[config.mk]
export PLATFORM = sky130hd
export DESIGN_NAME = regwr_host_port
export DESIGN_NICKNAME = d
export VERILOG_FILES = /design/src/rtl/regwr_pkg.sv /design/src/rtl/regwr_addr_latch.sv /design/src/rtl/regwr_decode.sv /design/src/rtl/regwr_host_port.sv
export SDC_FILE = /design/constraint.sdc
export NUM_CORES = 1
export LEC_CHECK = 0
export BUFFER_PORTS_ARGS = -buffer_cell sky130_fd_sc_hd__buf_2
export CAP_MARGIN = 30
export CORE_AREA = 2 2 39 41
export DETAILED_ROUTE_END_ITERATION = 10
export DIE_AREA = 0 0 41 43
export GPL_TIMING_DRIVEN = 0
export PLACE_DENSITY = 0.54
export SETUP_SLACK_MARGIN = 0.2
export SYNTH_ARGS = -nofsm -noshare
export SYNTH_HDL_FRONTEND = slang
export SYNTH_SLANG_ARGS = --single-unit
[constraint.sdc]
create_clock -name clk -period 1.3 [get_ports clk]
set_clock_uncertainty 0.15 [all_clocks]
set_input_delay 0.13 -clock clk [delete_from_list [all_inputs] [get_ports clk]]
set_output_delay 0.13 -clock clk [all_outputs]
set_load 0.03 [all_outputs]
[src/rtl/regwr_pkg.sv]
// Package: shared widths and the decoded-address type for the host write port.
// Assumes: a power-of-two register count per unit.
package regwr_pkg;
    localparam int BUS_W_DEF    = 6;
    localparam int UNITS_DEF    = 3;
    localparam int REGS_DEF     = 2;
    localparam int REG_SEL_W    = $clog2(REGS_DEF);
    localparam int UNIT_SEL_W   = 2;
    localparam int ADDR_W       = REG_SEL_W + UNIT_SEL_W;

    // Decoded view of the latched address.
    typedef struct packed {
        logic [UNIT_SEL_W-1:0] unit;
        logic [REG_SEL_W-1:0]  regi;
    } addr_fields_t;
endpackage

[src/rtl/regwr_addr_latch.sv]
// Module: address latch. It captures the low ADDR_W bus bits during an address
// phase and holds them through data phases.
// Assumes: host_sel and host_bus are already synchronous to clk.
module regwr_addr_latch
    import regwr_pkg::*;
#(
    parameter int BUS_W = BUS_W_DEF
) (
    input  logic             clk,
    input  logic             rst_n,
    input  logic             host_sel,
    input  logic [BUS_W-1:0] host_bus,
    output addr_fields_t     addr_q
);
    // Load the address on an address phase and clear it on reset.
    always_ff @(posedge clk) begin
        if (!rst_n)
            addr_q <= '0;
        else if (!host_sel)
            addr_q <= addr_fields_t'(host_bus[ADDR_W-1:0]);
    end
endmodule

[src/rtl/regwr_decode.sv]
// Module: strobe decoder. It turns the latched address plus a write enable into
// one-hot strobes. Unit codes of UNITS and above decode to no strobe.
// Assumes: UNITS <= 2**UNIT_SEL_W and REGS == 2**REG_SEL_W.
module regwr_decode
    import regwr_pkg::*;
#(
    parameter int UNITS = UNITS_DEF,
    parameter int REGS  = REGS_DEF,
    localparam int STB_W = UNITS * REGS
) (
    input  logic             wr_en,
    input  addr_fields_t     addr,
    output logic [STB_W-1:0] stb
);
    for (genvar u = 0; u < UNITS; u++) begin : g_unit
        for (genvar r = 0; r < REGS; r++) begin : g_reg
            // Match one unit/register pair.
            always_comb
                stb[u*REGS + r] = wr_en
                                  && (addr.unit == UNIT_SEL_W'(u))
                                  && (addr.regi == REG_SEL_W'(r));
        end
    end
endmodule

[src/rtl/regwr_host_port.sv]
// Module: top of the two-phase host write port. It latches the address during
// address phases and, during data phases, drives the data and one strobe.
// Assumes: host inputs are synchronous; consumers capture wr_data on the clock
// edge at which the matching strobe is high.
module regwr_host_port
    import regwr_pkg::*;
#(
    parameter int BUS_W = BUS_W_DEF,
    parameter int UNITS = UNITS_DEF,
    parameter int REGS  = REGS_DEF,
    localparam int STB_W = UNITS * REGS
) (
    input  logic             clk,
    input  logic             rst_n,
    input  logic             host_sel,
    input  logic [BUS_W-1:0] host_bus,
    output logic [STB_W-1:0] wr_stb,
    output logic [BUS_W-1:0] wr_data
);
    addr_fields_t addr_q;
    logic         wr_en;

    regwr_addr_latch #(.BUS_W(BUS_W)) u_latch (
        .clk      (clk),
        .rst_n    (rst_n),
        .host_sel (host_sel),
        .host_bus (host_bus),
        .addr_q   (addr_q)
    );

    // A write is permitted only in a data phase outside reset.
    always_comb wr_en = host_sel && rst_n;

    regwr_decode #(.UNITS(UNITS), .REGS(REGS)) u_dec (
        .wr_en (wr_en),
        .addr  (addr_q),
        .stb   (wr_stb)
    );

    // The data is presented straight from the shared pins.
    always_comb wr_data = host_bus;
endmodule

==> out/qor.csv <==
metric;value;unit
syn_nets;36;
post-synth cell types;12;
clk root buf;clkbuf_4;
Largest Register;u_latch.addr_q;
post-route ant nets;0;
pins over their slew limit;0;
Largest register FFs;3;
final setup vio count;6;
antenna cell count;0;
Total Routing Usage GR;6.43;%
TritonCTS clock tree;done;
pwr/cell area;852;nW/um^2
Max IR drop VDD;0.360;mV
routed len/inst;7.52;um
worst reg2reg path endpoint;u_latch.addr_q[1];
commonest non-fill, non-tap cell in the layout;buf_2;
nature of the critical path startpoint;flop;
crit-path max FO;5;
multi-input logic area;156;sq um
area delta synth->final;111;%
Max Root-Sink Buffers;2;
Core Rows;14;
area of the die;1760;sq um
Pre-Repair DR Iteration Count;2;
CTS sink count;3;
Yosys warnings;0;
share of total power in sequential cells;27.5;%
placed cell count;60;
CTS HTree Levels;1;
failing checks;negative setup slack;
WHS Path Cells;3;
gpl congestion;0.637;
Final min period;1480;ps
Hold Fails Final Rpt;0;
top cells by area, synth;dfxtp_1 (29%), buf_4 (21%), mux2i_1 (9.5%);
FF-to-FF path depth;2;
Initial Util;15.2;%
Seq cells post-synth;3;
initial antenna violation count;0;
Final #Nets;59;
Synth top area share;28.6;%
first-pass GRT wire length;717;um
fin crit share;114;%
status;complete, but fails checks;
crit path DAT;1200;ps
switching share of power;30.2;%
Via density;3.78;
TritonCTS Buffers;3;
Reg clk slew, reported paths;40;ps
Core Region;1380;sq um
RR Startpoint;u_latch.addr_q[1];
Max Freq;673;MHz
proportion of power drawn by combinational gates;29.8;%
fin cells;65;
switching power;0.000114;W
die width;41;um
hold_buf cts;0;
Crit Path Class;flop to output port;
Seq. cell area;62.6;sq um
Worst-Skew Late Latency;230;ps
num ports;21;
flop2flop setup slack;480;ps
FILL cells;156;
register area share after synthesis;28.6;%
Die Ht;43;um
final WL;489;um
Static Leak;0.206;nW
largest net degree at the start of global routing;7;
cells after synthesis;27;
Min-Delay Startpoint;host_bus[2];
syn avg cell area;7.79;sq um
P_int;0.000264;W
required time of the critical path;1020;ps
Final HPWL DP;413;um
post-synth design cell area;210;sq um
Setup crit end kind;output port;
Iter 0 DRT Violations;1;
worst hold endpoint;u_latch.addr_q[2];
Final WS setup;-185;ps
HP Class;input pin to flop;
max_cap viols;0;
layout cell share with drive strength beyond 1;77.6;%
Top Registers;u_latch.addr_q x3;
Worst slew margin;89.3;%
TNS Setup;-624;ps
RSZ-0062 raised after global routing;true;
commonest cells after routing, fill and taps aside;buf_2 (11), buf_4 (7), buf_6 (6), clkbuf_4 (3);
number of remaining DRC errors;0;
via count;246;
total grt overflow;0;
post-place setup slack;-0.652;ps
I/O Buffers;17;
Yosys top cell by area;dfxtp_1;
Clk network pwr share;42.7;%
number of global-route vias before repair;207;
Least-Margin Pin Slew;160;ps
[per-layer routing]
layer / GRT usage (%) / wire, um
met5: 0 / 0
met4: 8.00 / 15
met3: 1.57 / 50
met2: 9.69 / 265
met1: 5.79 / 158
[cells by family after synthesis]
| group | share of synthesized area [%] |
|---|---|
| buffers and inverters | 23.2 |
| muxes | 9.52 |
| AOI/OAI and AO/OA | 3.57 |
| and+or+nand+nor | 35.1 |
| DFF | 28.6 |
[synth_stat cells]
cell / instances
a21boi_0: 1
buf_4: 6
dfxtp_1: 3
inv_1: 1
mux2i_1: 2
nand2_1: 2
nand2b_1: 2
nand3b_1: 1
nor2_1: 4
nor2b_1: 2
nor3_1: 2
or3b_1: 1
[stage by stage]
| stage | hold slack [ps] | instance area [sq um] | utilization (%) | total power, W |
|---|---|---|---|---|
| 3_5_place_dp | 260 | 369 | 26.7 | 0.000211 |
| 3_3_place_gp | 251 | 369 | 26.7 | 0.000210 |
| 6_report | 21.5 | 444 | 32.1 | 0.000378 |
| 4_1_cts | 12.5 | 434 | 31.4 | 0.000388 |
| 2_1_floorplan | 108 | 264 | - | 0.000182 |
| 5_1_grt | 17.6 | 444 | 32.1 | 0.000403 |
[power groups by stage]
stage,Combinational [W],Clock (W),Sequential [W]
after global routing,0.000121,0.000177,0.000105
after floorplan,0.0000782,0,0.000104
after detailed placement,0.000105,0,0.000105
final,0.000113,0.000162,0.000104
after CTS,0.000111,0.000173,0.000104
after global placement,0.000105,0,0.000105
[how the worst max path moves through the flow]
stage	from	end	slack, ps	depth (start not counted)
floorplan	u_latch.addr_q[0]	wr_stb[0]	100	2
global placement	u_latch.addr_q[2]	wr_stb[2]	1	3
detailed placement	u_latch.addr_q[2]	wr_stb[2]	-0.7	3
CTS	u_latch.addr_q[0]	wr_stb[2]	-200	3
global route	u_latch.addr_q[0]	wr_stb[0]	-230	3
finish	u_latch.addr_q[0]	wr_stb[0]	-180	3
[cell type report]
cell class              instances  share of cell area, %
plain buffers                   6                   10.1
clock buffers                   4                   5.92
well taps                      16                   4.51
multi-input cells              17                   35.2
repair buffers                 18                   29.3
inverters                       1                  0.845
flip-flops and latches          3                   14.1
[critical path: stages (launching register included)]
cell and delay, ps:
dfxtp_2 340, or3b_4 410, nor2_4 90, buf_6 130
[timing repair]
item	CTS	global route
resized for setup	13	1
endpoints found under the setup margin	6	6
endpoints found under the hold margin	0	0
cloned	0	0
buffers inserted	0	1
pin swaps	2	1
Power figures use the tool's default switching activity.
